File: config.mk
export PLATFORM = sky130hd
export DESIGN_NAME = pwm_run_ctrl
export DESIGN_NICKNAME = d
export VERILOG_FILES = /design/src/rtl/pwm_pkg.sv /design/src/rtl/pwm_regs.sv /design/src/rtl/pwm_prescale.sv /design/src/rtl/pwm_wavegen.sv /design/src/rtl/pwm_run_ctrl.sv
export SDC_FILE = /design/constraint.sdc
export NUM_CORES = 1
export LEC_CHECK = 0
export BUFFER_PORTS_ARGS = -buffer_cell sky130_fd_sc_hd__buf_2
export CAP_MARGIN = 40
export CORE_MARGIN = 5
export CORE_UTILIZATION = 50
export DETAILED_ROUTE_END_ITERATION = 12
export GPL_TIMING_DRIVEN = 1
export HOLD_SLACK_MARGIN = 0.03
export PLACE_DENSITY = 0.75
export SYNTH_ARGS = -nofsm -noshare
export SYNTH_HDL_FRONTEND = slang
export SYNTH_SLANG_ARGS = --single-unit
File: constraint.sdc
create_clock -name clk -period 4.1 [get_ports clk]
set_input_delay 0.205 -clock clk [delete_from_list [all_inputs] [get_ports clk]]
set_output_delay 0.205 -clock clk [all_outputs]
set_load 0.01 [all_outputs]
File: src/rtl/pwm_pkg.sv
package pwm_pkg;
  localparam int REG_W = 8;
  localparam int PRE_W = 8;

  localparam logic ADDR_CTRL = 1'b0;
  localparam logic ADDR_POL  = 1'b1;

  typedef struct packed {
    logic [1:0] div_sel;
    logic       src_fast;
    logic [2:0] zero;
    logic       full_cyc;
    logic       run;
  } ctrl_t;

  function automatic logic [PRE_W-1:0] div_last(input logic [1:0] sel);
    case (sel)
      2'b00:   div_last = PRE_W'(0);
      2'b01:   div_last = PRE_W'(3);
      2'b10:   div_last = PRE_W'(31);
      default: div_last = PRE_W'(255);
    endcase
  endfunction
endpackage

File: src/rtl/pwm_regs.sv
module pwm_regs
  import pwm_pkg::*;
(
  input  logic             clk,
  input  logic             rst,
  input  logic             we,
  input  logic             addr,
  input  logic [REG_W-1:0] wdata,
  output logic [REG_W-1:0] rdata,
  output logic [1:0]       div_sel,
  output logic             src_fast,
  output logic             full_cyc,
  output logic             run,
  output logic             pol_a,
  output logic             pol_b
);
  ctrl_t      ctrl_q;
  logic [1:0] pol_q;

  always_ff @(posedge clk) begin
    if (rst) begin
      ctrl_q <= '0;
      pol_q  <= '0;
      rdata  <= '0;
    end else begin
      if (we && addr == ADDR_CTRL) begin
        ctrl_q      <= ctrl_t'(wdata);
        ctrl_q.zero <= '0;
      end
      if (we && addr == ADDR_POL) pol_q <= wdata[1:0];
      rdata <= (addr == ADDR_POL) ? {{(REG_W-2){1'b0}}, pol_q} : REG_W'(ctrl_q);
    end
  end

  assign div_sel  = ctrl_q.div_sel;
  assign src_fast = ctrl_q.src_fast;
  assign full_cyc = ctrl_q.full_cyc;
  assign run      = ctrl_q.run;
  assign pol_a    = pol_q[0];
  assign pol_b    = pol_q[1];


  zero_bits_chk: assert property (@(posedge clk) disable iff (rst)
    ($past(addr) == ADDR_CTRL) |-> (rdata[4:2] == 3'b000));
endmodule

File: src/rtl/pwm_prescale.sv
module pwm_prescale
  import pwm_pkg::*;
(
  input  logic       clk,
  input  logic       rst,
  input  logic       fast_en,
  input  logic       slow_en,
  input  logic [1:0] div_sel,
  input  logic       src_fast,
  input  logic       hold,
  output logic       tick
);
  logic [PRE_W-1:0] cnt_q;
  logic [2:0]       sel_q;
  logic             src_en, chg, clr;
  logic [PRE_W-1:0] last;

  assign src_en = src_fast ? fast_en : slow_en;
  assign chg    = {div_sel, src_fast} != sel_q;
  assign clr    = chg || hold;
  assign last   = div_last(div_sel);
  assign tick   = src_en && !clr && (cnt_q >= last);

  always_ff @(posedge clk) begin
    if (rst) begin
      cnt_q <= '0;
      sel_q <= '0;
    end else begin
      sel_q <= {div_sel, src_fast};
      if (clr)         cnt_q <= '0;
      else if (src_en) cnt_q <= (cnt_q >= last) ? '0 : cnt_q + 1'b1;
    end
  end


  sel_clear_chk: assert property (@(posedge clk) disable iff (rst)
    chg |=> (cnt_q == '0));

  tick_restart_chk: assert property (@(posedge clk) disable iff (rst)
    tick |=> (cnt_q == '0));
endmodule

File: src/rtl/pwm_wavegen.sv
module pwm_wavegen #(
  parameter int CNT_W = 8
) (
  input  logic             clk,
  input  logic             rst,
  input  logic             tick,
  input  logic             run_req,
  input  logic             full_cyc,
  input  logic [CNT_W-1:0] period,
  input  logic [CNT_W-1:0] cmp_a,
  input  logic [CNT_W-1:0] cmp_b,
  input  logic             pol_a,
  input  logic             pol_b,
  output logic             run_q,
  output logic             out_a,
  output logic             out_b
);
  logic [CNT_W-1:0] cnt_q;
  logic             end_cyc, act_a, act_b;

  assign end_cyc = cnt_q >= period;
  assign act_a   = run_q && (cnt_q < cmp_a);
  assign act_b   = run_q && (cnt_q < cmp_b);

  always_ff @(posedge clk) begin
    if (rst) begin
      run_q <= 1'b0;
      cnt_q <= '0;
      out_a <= 1'b1;
      out_b <= 1'b1;
    end else begin
      if (!run_q) begin
        if (run_req) begin
          run_q <= 1'b1;
          cnt_q <= '0;
        end
      end else if (tick) begin
        if (!run_req && (!full_cyc || end_cyc)) begin
          run_q <= 1'b0;
          cnt_q <= '0;
        end else begin
          cnt_q <= end_cyc ? '0 : cnt_q + 1'b1;
        end
      end
      out_a <= pol_a ? act_a : !act_a;
      out_b <= pol_b ? act_b : !act_b;
    end
  end


  start_zero_chk: assert property (@(posedge clk) disable iff (rst)
    $rose(run_q) |-> (cnt_q == '0));

  stop_on_tick_chk: assert property (@(posedge clk) disable iff (rst)
    $fell(run_q) |-> $past(tick));

  stop_at_end_chk: assert property (@(posedge clk) disable iff (rst)
    ($fell(run_q) && $past(full_cyc)) |-> $past(end_cyc));

  keep_running_chk: assert property (@(posedge clk) disable iff (rst)
    (run_q && run_req) |=> run_q);

  idle_level_chk: assert property (@(posedge clk) disable iff (rst)
    !run_q |=> (out_a != $past(pol_a)) && (out_b != $past(pol_b)));
endmodule

File: src/rtl/pwm_run_ctrl.sv
module pwm_run_ctrl
  import pwm_pkg::*;
#(
  parameter int CNT_W = 8
) (
  input  logic             clk,
  input  logic             rst,
  input  logic             fast_en,
  input  logic             slow_en,
  input  logic             reg_we,
  input  logic             reg_addr,
  input  logic [REG_W-1:0] reg_wdata,
  output logic [REG_W-1:0] reg_rdata,
  input  logic [CNT_W-1:0] period,
  input  logic [CNT_W-1:0] cmp_a,
  input  logic [CNT_W-1:0] cmp_b,
  output logic             out_a,
  output logic             out_b,
  output logic             running
);
  logic [1:0] div_sel;
  logic       src_fast, full_cyc, run, pol_a, pol_b, tick;

  pwm_regs u_regs (
    .clk(clk), .rst(rst), .we(reg_we), .addr(reg_addr), .wdata(reg_wdata),
    .rdata(reg_rdata), .div_sel(div_sel), .src_fast(src_fast),
    .full_cyc(full_cyc), .run(run), .pol_a(pol_a), .pol_b(pol_b)
  );

  pwm_prescale u_pre (
    .clk(clk), .rst(rst), .fast_en(fast_en), .slow_en(slow_en),
    .div_sel(div_sel), .src_fast(src_fast), .hold(!running), .tick(tick)
  );

  pwm_wavegen #(.CNT_W(CNT_W)) u_gen (
    .clk(clk), .rst(rst), .tick(tick), .run_req(run), .full_cyc(full_cyc),
    .period(period), .cmp_a(cmp_a), .cmp_b(cmp_b), .pol_a(pol_a),
    .pol_b(pol_b), .run_q(running), .out_a(out_a), .out_b(out_b)
  );


  idle_no_tick_chk: assert property (@(posedge clk) disable iff (rst)
    !running |-> !tick);
endmodule

==> results of run 1 <==
[per-layer routing]
layer  vias to the layer above  GRT usage
li1                        937          -
met2                        48      0.254
met1                       786      0.183
met4                         0     0.0505
met3                         7     0.0356
met5                         -          0
[Yosys cell counts (2+ instances only)]
library cell	count	area [µm²]
dfxtp_1	34	681
ha_1	29	363
inv_1	25	93.8
nor2_1	19	71.3
a21oi_1	13	65.1
nand3_1	11	55.1
mux2i_1	10	100
nor2b_1	9	56.3
nand2b_1	8	50.1
a21o_1	7	52.6
nand2_1	6	22.5
nand4_1	6	37.5
o21ai_0	6	30.0
a32o_1	5	50.1
xnor2_1	5	43.8
xor2_1	5	43.8
and3_1	4	25.0
clkbuf_1	4	15.0
nor3b_1	4	30.0
and2_1	3	18.8
buf_4	3	22.5
nor3_1	3	15.0
a211oi_1	2	15.0
[metrics by stage]
stage	hold slack, ns	instances	utilization	cell area (µm²)	total power [mW]
3_3_place_gp	0.442	332	0.561	2390	0.432
2_1_floorplan	0.352	247	-	2170	0.408
5_1_grt	0.165	339	0.579	2470	0.688
4_1_cts	0.145	339	0.579	2470	0.665
3_5_place_dp	0.445	332	0.561	2390	0.434
6_report	0.156	339	0.579	2470	0.654
[state kept, by name, summed over array words and instances, names as in the netlist]
name / count
u_gen.cnt_q: 8
u_gen.out_a: 1
u_gen.out_b: 1
u_gen.run_q: 1
u_pre.cnt_q: 8
u_pre.sel_q: 3
u_regs.div_sel: 2
u_regs.full_cyc: 1
u_regs.pol_q: 2
u_regs.rdata: 5
u_regs.run: 1
u_regs.src_fast: 1
[tightest hold or removal path: stages]
cell and delay, ns:
buf_2 0.07, mux2i_1 0.05, nor2_1 0.07
[cell type report]
| class | count | area, µm² |
|---|---|---|
| fillers | 399 | 1790 |
| multi-input cells | 179 | 1340 |
| flip-flops and latches | 34 | 681 |
| repair buffers | 42 | 210 |
| inverters | 25 | 93.8 |
| clock buffers | 5 | 68.8 |
| well taps | 52 | 65.1 |
| clock inverters | 2 | 10.0 |
[report_power, final]
part           internal, mW  switching (mW)
clock                 0.114           0.114
combinational        0.0397          0.0414
sequential            0.338         0.00731
[final timing paths]
kind,startpoint,endpoint,slack [ns],cells after the start
setup / recovery,u_regs.div_sel[1],u_gen.cnt_q[6],1.60,8
setup reg to reg,u_regs.div_sel[1],u_gen.cnt_q[6],1.60,8
hold / removal,reg_wdata[7],u_regs.div_sel[1],0.16,3
hold reg to reg,u_regs.pol_q[1],u_regs.pol_q[1],0.49,2
[layout by cell type, fill, tap and decap left out, types with 2 or more instances in the layout]
cell type / instances
buf_2: 42
dfxtp_1: 34
ha_1: 29
inv_1: 25
nor2_1: 19
a21oi_1: 13
nand3_1: 11
mux2i_1: 10
nor2b_1: 9
nand2b_1: 8
a21o_1: 7
nand2_1: 6
nand4_1: 6
o21ai_0: 6
xnor2_1: 5
xor2_1: 5
a32o_1: 5
clkbuf_8: 5
and3_1: 4
nor3b_1: 4
and2_1: 3
nor3_1: 3
conb_1: 3
a211oi_1: 2
clkinv_2: 2
[cell families (layout without fill, tap and decap cells)]
| family | after synthesis | count (layout) | share of synthesized area |
|---|---|---|---|
| other | 1 | 3 | 0.00174 |
| xor gates and xnor gates | 10 | 10 | 0.0405 |
| muxes | 11 | 11 | 0.0515 |
| and+or+nand+nor | 78 | 78 | 0.194 |
| buffers and inverters | 34 | 74 | 0.0677 |
| AOI/OAI and AO/OA | 48 | 48 | 0.162 |
| DFF | 34 | 34 | 0.315 |
| adders and majority gates | 29 | 29 | 0.168 |
==> results.md, run 1 <==
- The cell area that synthesis handed to floorplanning was 2160 µm².
- The critical path contains buffers and inverters numbering 0 combined.
- The post-layout minimum cycle time is around 2.5 ns.
- The worst setup path is of the reg -> reg kind.
- Yosys printed 0 warnings.
- Synthesis produced a netlist whose cell count is roughly 250.
- The signal on the critical path passes through or2_2 > ha_1 > nand2b_1 > a211o_1 > a2111oi_0 > o21ai_1 > a21boi_0 > o2bb2ai_1.
- At the pin with the least slew margin, the transition time is between 0.5 and 0.6 ns.
- The detailed-routing iteration count for the pre-antenna-repair pass is 4.
- Max-cap violations in this run came to 0.
- The min-delay analysis places its worst path in the category in -> reg.
- Entering global routing, the biggest net connects 29 pins.
- Among all stages on the critical path, the largest delay is contributed by a2111oi_0.
- From synthesis to final layout, the design area changed by 14.3%.
- Measured against its own limit, the worst slew margin works out to 0.639.
- The total overflow left after global routing is 0.
- The fraction of final layout cells with drive strength greater than 1 is 0.188.
- The first global-routing pass estimated 6720 µm of wire.
- The met3 layer wire length in the routed design is 289 µm.
- The area of the die is roughly 5700 µm².
- The total detailed-routing wirelength is about 4000 µm.
- The number of antenna diodes in the final layout is 0.
- The clock latency reported for the late side of the worst-skew pair is 0.28 ns.
- The run finished with clean final reports.
- The first routing iteration left 39 violations.
- The total global-route track usage is 0.149.
- At the worst endpoint, the required time is between 4 and 5 ns.
- The initial utilization of the core area, before any placement, comes to 0.507.
- After floorplanning, the core was divided into 24 placement rows.
- The worst-case IR drop observed on VDD is approximately 220 µV.
- The via count of the first global-routing pass is approximately 1700.
- The largest buffer count on any clock path is 2.
- TritonCTS built the clock tree.
- Of the synthesized area, sequential elements account for 0.315.
- Of all nets on the critical path, the largest fanout is 9.
- The number of hold buffers added after cts is 0.
- The final period utilization is 0.611.
- The via total after detailed routing is around 1800.
- The family of cells with the greatest summed delay on the critical path is compound AO/OA/AOI/OAI gates.
- The number of endpoints with negative hold slack in the final report is 0.
- The CTS clock-pin slew for the worst setup and hold paths is 0.06 ns.
- During placement, the flow inserted port buffers numbering 42.
- After detailed routing, the wire length on met1 is 1880 µm.
- Data arrives at the worst endpoint at roughly 2.7 ns.
- The H-tree generated during clock tree synthesis spans 2 levels.
- After detailed routing, the average wire length per cell comes to around 12 µm.
- The number of setup violations in the final report is 0.
- In this run, synthesis produced a sequential element count of 34.
- The root buffer cell chosen for the clock tree is clkbuf_8.
- The detailed-placement wirelength estimate is about 3100 µm.
- The placer congestion estimate is ~0.80.
- The number of placed I/O pins is slightly below 50.
- CTS saw 34 sinks.
- In this design, the stage delay of the slowest critical-path cell is 0.41 ns.
- The floorplan step set the die height to 75.7 µm.
- The most used flip-flop cell after synthesis is dfxtp_1.
- The die is 75.7 µm wide.
- The number of pins with negative max-slew slack in the final report is 0.
- The unique cell type count in the Yosys netlist is 47.
- The TritonCTS buffer count is 5.
- Setup repair after global routing left no endpoint under its margin.
- The power density over the cells is 265 nW/µm².
- The post-route setup TNS is 0 ns.
- In this run, synthesis inferred 0 flip-flops with an integrated enable.
- The detailed router used layers up to and including met4.
- The number of remaining DRC errors is 0.
- The sort of element at the end of the critical path is a flop.
- The core box area is ~4300 µm².
- Using the TritonRoute via totals, the vias-per-cell ratio works out to 5.24.
- The nature of the critical path startpoint is a flop.
- For this run, asynchronously set or reset flops after synthesis account for 0.
- In the detailed route, the total length drawn on met2 is around 1800 µm.
- After layout, the worst setup slack is between 1.5 and 2 ns.
- The post-route antenna net violation count is 0.
- The synthesized area per cell is around 8.8 µm².
- Summed over all cells, the static leakage comes to 1.24 nW.
- The pre-CTS worst setup slack is 1.64 ns.
- The clock tree skew after final layout is ~0.0019 ns.
- The post-cts resize count is 0.
- The highest achievable clock rate is around 0.4 GHz.
- The net total in the final layout is ~350.
- The post-CTS setup-driven buffer insertion count is 0.
- The initial antenna violation count is 0.
Note: power is estimated with default switching activity, not from simulation.
==> run 2, diff against run 1 <==
--- a/config.mk
+++ b/config.mk
@@ -8,11 +8,11 @@
 export BUFFER_PORTS_ARGS = -buffer_cell sky130_fd_sc_hd__buf_2
 export CAP_MARGIN = 40
 export CORE_MARGIN = 5
-export CORE_UTILIZATION = 50
+export CORE_UTILIZATION = 49
 export DETAILED_ROUTE_END_ITERATION = 12
 export GPL_TIMING_DRIVEN = 1
 export HOLD_SLACK_MARGIN = 0.03
-export PLACE_DENSITY = 0.75
+export PLACE_DENSITY = 0.76
 export SYNTH_ARGS = -nofsm -noshare
 export SYNTH_HDL_FRONTEND = slang
 export SYNTH_SLANG_ARGS = --single-unit
==> constraint.sdc (replaced) <==
create_clock -name clk -period 2.1 [get_ports clk]
set_input_delay 0.105 -clock clk [delete_from_list [all_inputs] [get_ports clk]]
set_output_delay 0.105 -clock clk [all_outputs]
set_load 0.01 [all_outputs]
==> run 2 against run 1 <==
The run now ends with negative setup slack left. Combinational power increased by 130%. Fmax increased by 13%. Sequential power increased by 94%. Largest cell class unchanged.
==> results.md, run 2 (synthesized netlist as in run 1, its figures left out) <==
- The flow ran to the end, but the final reports show violations.
- The final reports fail on negative setup slack.
- The highest achievable clock rate is about 0.45 GHz.
- For the worst setup path, the data required time is approximately 2.3 ns.
- During I/O placement, the number of pins put on the boundary was 49.
- The post-route antenna net violation count is 0.
- TritonCTS built the clock tree.
- The maximum fanout along the worst path is 6.
- The post-route worst setup slack is -0.107 ns.
- The net total in the final layout is 368.
- The clock sink count is 34.
- The startpoint of the most critical hold path is reg_wdata[5].
- The number of pins with negative max-slew slack in the final report is 0.
- The most common library cell in the layout ignoring fill and taps is buf_2.
- The area of the die is just under 6000 µm².
- The average wire length per cell after detail routing is around 13 µm.
- Summed over all layers, the routed wires come to about 4500 µm.
- The sort of element at the end of the critical path is a flop.
- The fraction of final layout cells with drive strength greater than 1 is 0.268.
- Setup violations remaining at the end of the flow were counted as 16.
- In this run the worst hold path is classified as in -> reg.
- In the finished design, the share of the clock period the worst path needs comes to 1.05.
- The critical setup path kind is reg -> reg.
- The number of endpoints with negative hold slack in the final report is 0.
- The first routing iteration left 63 violations.
- Summed over all cells, the static leakage comes to 1.35 nW.
- STA puts the critical path data arrival time at ~2.4 ns.
- The via count of the first global-routing pass was 1878.
- After legalization and detailed placement, the total HPWL measured 3500 µm.
- The maximum number of pins on one net before global-route repair is 29.
- In the routed design, unresolved DRC markers number 0.
- Clock tree synthesis inserted a total of 5 buffers.
- Setup repair after global routing could not meet its margin everywhere.
- The floorplan step defined a core boundary enclosing approximately 4300 µm².
- The library cells used most frequently in the layout, excluding fill and tap cells, are buf_2 (42), dfxtp_1 (33), ha_1 (27).
- The number of port buffers is 42.
- The worst path in the final design needs a cycle of 2.21 ns, including I/O delays and setup.
- The maximum level of the CTS H-tree is 2.
- The worst-case IR drop observed on VDD is 427 µV.
- At the later pin of the worst-skew pair, clock insertion delay measures ~0.28 ns.
- The worst setup path is launched from a flop.
- The total overflow reported by the global router is 0.
- Clock-pin slew was measured on the worst setup and hold paths at 0.07 ns.
- Measured against its own limit, the worst slew margin works out to 0.609.
- The floorplan has 24 rows.
- The largest registers in the layout are u_gen.cnt_q (8), u_pre.cnt_q (8), u_regs.rdata (5).
- Counting along the longest clock path gives a buffer depth of 2.
- The via total after detailed routing is between 1500 and 2000.
- The initial core utilization is 0.500.
- The clock tree root driver cell is clkbuf_8.
- The layout filler cell count is 373.
- The worst register-to-register path begins at u_regs.div_sel[1].
- The area growth from synthesis to final layout is 24.6%.
- The initial antenna violation count is 0.
- The critical path starts at u_regs.div_sel[1].
- For the pin with the worst max-slew slack, the measured transition is ~0.6 ns.
- Across every metal layer, demand over resource in global routing totals 0.160.
- Measured along the x axis, the die boundary spans 76.4 µm.
- The height of the die is roughly 76 µm.
- The clock tree skew after final layout is roughly 0.0068 ns.
- Dividing the detail-routed via count by the number of cells gives 5.27.
- For this run, the detailed router's first-pass iteration total came to 4.
- The final standard cell utilization of the core is 0.622.
- At the end of routability-driven placement, the weighted congestion stood at 0.780.
- Power spread over the standard cell area amounts to around 540 nW/µm².
- The first global-routing pass estimated roughly 7900 µm of wire.
- The number of antenna diodes in the final layout is 0.
- The tool flagged a number of max-cap violations equal to 0.
- Hold is met by about 0.048 ns.
- Timing analysis after detailed placement gives a worst setup slack of -0.201 ns.
==> run 2: repair_timing <==
action,CTS,global route
hold buffers,0,0
pin swaps,6,6
gates cloned,0,0
setup buffers,2,1
resized for setup,5,11
endpoints found under the setup margin,16,17
==> run 2: power breakdown <==
part	internal [mW]	total [mW]	switching [mW]
combinational	0.0933	0.186	0.0923
clock	0.354	0.585	0.231
sequential	0.659	0.671	0.0120
total	1.11	1.44	0.335
==> run 2: metal layers <==
metal	vias up	routed length, µm	share of wire	GRT usage
li1	965	-	-	-
met1	853	1950	0.43	0.182
met2	42	2320	0.51	0.295
met3	5	222	0.049	0.0437
met4	0	42	0.0093	0.0367
met5	-	0	0	0
==> run 2: cell type report <==
| cell class | count | area, µm² | area share |
|---|---|---|---|
| Multi-Input combinational cell | 179 | 1430 | 0.530 |
| Sequential cell | 34 | 682 | 0.253 |
| Timing Repair Buffer | 56 | 315 | 0.117 |
| Inverter | 25 | 93.8 | 0.0349 |
| Clock buffer | 6 | 72.6 | 0.0270 |
| Tap cell | 52 | 65.1 | 0.0242 |
| Clock inverter | 2 | 37.5 | 0.0139 |
==> run 2: critical path, cell delays in order, from the launching register on <==
cell	delay, ns
dfxtp_2	0.33
or2_4	0.26
ha_4	0.21
nand2b_4	0.12
a211o_1	0.28
a2111o_1	0.43
nand2b_4	0.12
a21oi_4	0.08
a32o_1	0.25
==> run 2: per-stage QoR <==
step | setup TNS, ns | power [mW] | cells | area [µm²]
floorplan | -0.865 | 0.805 | 247 | 2200
global placement | -1.02 | 0.856 | 343 | 2510
detailed placement | -1.91 | 0.862 | 343 | 2510
CTS | -1.31 | 1.45 | 353 | 2650
global route | -2.76 | 1.51 | 354 | 2690
finish | -1.24 | 1.44 | 354 | 2690
==> run 2: path summary, 6_finish.rpt <==
| check | to | slack [ns] | cells after the start |
|---|---|---|---|
| worst min-delay path | u_regs.src_fast | 0.05 | 3 |
| worst max register to register | u_gen.cnt_q[2] | -0.11 | 8 |
| worst min register to register | u_regs.pol_q[1] | 0.49 | 2 |
| worst max-delay path | u_gen.cnt_q[2] | -0.11 | 8 |
==> run 3, diff against run 2 <==
--- a/config.mk
+++ b/config.mk
@@ -8,11 +8,11 @@
 export BUFFER_PORTS_ARGS = -buffer_cell sky130_fd_sc_hd__buf_2
 export CAP_MARGIN = 40
 export CORE_MARGIN = 5
-export CORE_UTILIZATION = 49
+export CORE_UTILIZATION = 50
 export DETAILED_ROUTE_END_ITERATION = 12
 export GPL_TIMING_DRIVEN = 1
 export HOLD_SLACK_MARGIN = 0.03
-export PLACE_DENSITY = 0.76
+export PLACE_DENSITY = 0.75
 export SYNTH_ARGS = -nofsm -noshare
 export SYNTH_HDL_FRONTEND = slang
 export SYNTH_SLANG_ARGS = --single-unit
==> constraint.sdc (replaced) <==
create_clock -name clk -period 2.75 [get_ports clk]
set_input_delay 0.1375 -clock clk [delete_from_list [all_inputs] [get_ports clk]]
set_output_delay 0.1375 -clock clk [all_outputs]
set_load 0.01 [all_outputs]
==> run 3 against run 2 <==
The flow now finishes without violations. Power is 24% lower. Sequential share of layout area is 1.8 points higher. Hold slack better by 0.050 ns. Clock skew is 0.0014 ns lower. Via count is 4.3% lower.
==> results.md, run 3 (synthesized netlist as in run 1, its figures left out) <==
- Along the worst path, the maximum fanout reaches 9.
- The number of endpoints with negative hold slack in the final report is 0.
- The placed instance area is between 2000 and 2500 µm².
- Across the run, the number of max-cap violations was 0.
- The required arrival time at the worst endpoint is roughly 3.0 ns.
- After floorplanning, the core was divided into 24 placement rows.
- The maximum number of pins on one net before global-route repair is 29.
- STA classifies the critical path startpoint as a flop.
- The number of remaining DRC errors is 0.
- In this run the tightest slew margin relative to its limit is 0.620.
- The start of the worst register-to-register path is u_regs.div_sel[1].
- The floorplan step defined a die boundary enclosing 5740 µm².
- Measured along the y axis, the die boundary spans between 70 and 80 µm.
- The TritonCTS buffer count is 5.
- For this design, the CTS-stage hold fixing added 0 buffers.
- Dividing the final minimum period by the clock period gives 0.919.
- The power density over the cells is 437 nW/µm².
- The run finished with clean final reports.
- Leaving out fill and tap cells, the most frequent cells in the layout are buf_2 (42), dfxtp_1 (34), ha_1 (29).
- The floorplan step defined a core boundary enclosing approximately 4300 µm².
- The post-route worst setup slack is between 0.2 and 0.25 ns.
- IR analysis of the VDD net gives a maximum drop of between 400 and 500 µV.
- The largest registers in the layout are u_gen.cnt_q (8), u_pre.cnt_q (8), u_regs.rdata (5).
- The CTS clock-pin slew for the worst setup and hold paths is roughly 0.060 ns.
- The post-route setup TNS is 0 ns.
- The placer congestion estimate is ~0.8.
- After legalization and detailed placement, the total HPWL measured about 3100 µm.
- The via count of the first global-routing pass is 1648.
- Walking the worst path, the cells encountered are or2_2 > ha_1 > nand2b_1 > a211o_1 > a2111oi_0 > o21ai_1 > a21boi_0 > o2bb2ai_1.
- In this run the worst hold path is classified as in -> reg.
- STA classifies the critical path endpoint as a flop.
- The net total in the final layout is roughly 350.
- The most common library cell in the layout ignoring fill and taps is buf_2.
- Summing over every cut layer, the via total after detailed routing is between 1500 and 2000.
- For the finished layout, the period the worst path requires is around 2.5 ns.
- The area of all placed cells without fillers is around 2500 µm².
- The worst register-to-register path has a depth of 8.
- The via count normalized by instance count is approximately 5.3.
- At the placement stage, the worst setup path has a slack of 0.271 ns.
- Tracing the worst setup path back leads to its startpoint at u_regs.div_sel[1].
- The clock arrives with around 0.0055 ns of skew.
- Following the worst setup path forward leads to its endpoint at u_gen.cnt_q[6].
- The global-route wire length before repair is 6850 µm.
- For this block, the routed nets add up to about 4000 µm of wire.
- The worst register-to-register path ends at u_gen.cnt_q[6].
- The slew of the pin with the lowest slew margin is roughly 0.57 ns.
- The count of routing violations after the opening detailed-route iteration is 81.
- After filler insertion, the fill cell instance count of the layout stands at 416.
- STA puts the critical path data arrival time at about 2.7 ns.
- The number of setup violations in the final report is 0.
- The clock tree from TritonCTS is yes.
- Once the clock tree was built, the resizer swapped 0 gates to a different size.
- The register-to-register path setup slack is 0.22 ns.
- For this design, the sink count on the clock tree is 34.
- Setup repair after global routing left no endpoint under its margin.
- In this run the tool buffered the top-level ports with 42 buffer cells.
- The root buffer cell chosen for the clock tree is clkbuf_8.
- On the worst path, the slowest cell contributes a delay of about 0.43 ns.
- For this configuration, the core starts out at a cell density of 0.507.
- The slowest cell on the critical path is a2111oi_0.
- In this run the static leakage power is 1.25 nW.
- The maximum level of the CTS H-tree is 2.
- The total overflow reported by the global router is 0.
- The area growth from synthesis to final layout is 15.9%.
- The clock reaches the later pin of the worst-skew pair after 0.28 ns.
- The highest achievable clock rate is about 0.40 GHz.
- The number of placed I/O pins is 49.
- The post-CTS setup-driven buffer insertion count is 0.
- The total global-route track usage is 0.153.
- The total power is 1.09 mW.
- 0 antenna diodes ended up in the layout.
- The initial antenna violation count was 0.
- The detailed-routing iteration count for the pre-antenna-repair pass is 6.
- The horizontal extent of the die is between 70 and 80 µm.
- Dividing the detail-routed wire length by the instance count gives between 10 and 15 µm.
- The post-route antenna net violation count is 0.
- The critical setup path kind is reg -> reg.
- The number of pins with negative max-slew slack in the final report is 0.
- The clock passes through at most 2 buffers.
- The fraction of final layout cells with drive strength greater than 1 is 0.188.
-- run 3: layer usage --
layer,up-vias,routed length [µm],track usage
met5,-,0,0
met3,7,252,0.0369
met4,0,45,0.0505
li1,940,-,-
met2,42,1950,0.256
met1,795,1860,0.192
-- run 3: how the worst min path moves through the flow --
stage                      start  depth (start not counted)           endpoint  slack [ns]
floorplan           reg_wdata[7]                          2  u_regs.div_sel[1]        0.28
global placement    reg_wdata[5]                          3    u_regs.src_fast        0.38
detailed placement  reg_wdata[7]                          3  u_regs.div_sel[1]        0.39
CTS                 reg_wdata[6]                          3  u_regs.div_sel[0]        0.09
global route        reg_wdata[7]                          3  u_regs.div_sel[1]        0.09
finish              reg_wdata[5]                          3    u_regs.src_fast         0.1
-- run 3: cell type report --
class,instances,area [µm²],area share
clock inverters,1,30.0,0.0120
inverters,25,93.8,0.0375
clock buffers,6,82.6,0.0330
well taps,52,65.1,0.0260
flip-flops and latches,34,681,0.272
repair buffers,42,210,0.0840
multi-input cells,179,1340,0.536
-- run 3: critical path, delay by kind of cell, from the launching register on --
kind                     cells  cell delay, ns
AO/OA/AOI/OAI                5            1.35
AND/OR/NAND/NOR              2            0.46
flip-flops                   1            0.38
adder cells (fa/ha/maj)      1            0.27
-- run 3: stage by stage --
step,util,instances,hold slack [ns]
6_report,0.587,339,0.0980
2_1_floorplan,-,247,0.284
5_1_grt,0.587,339,0.0908
4_1_cts,0.587,339,0.0907
3_3_place_gp,0.561,332,0.379
3_5_place_dp,0.561,332,0.395
-- run 3: power by group --
group | switching (mW) | internal (mW)
sequential | 0.0104 | 0.503
clock | 0.168 | 0.290
combinational | 0.0620 | 0.0592
total | 0.241 | 0.852
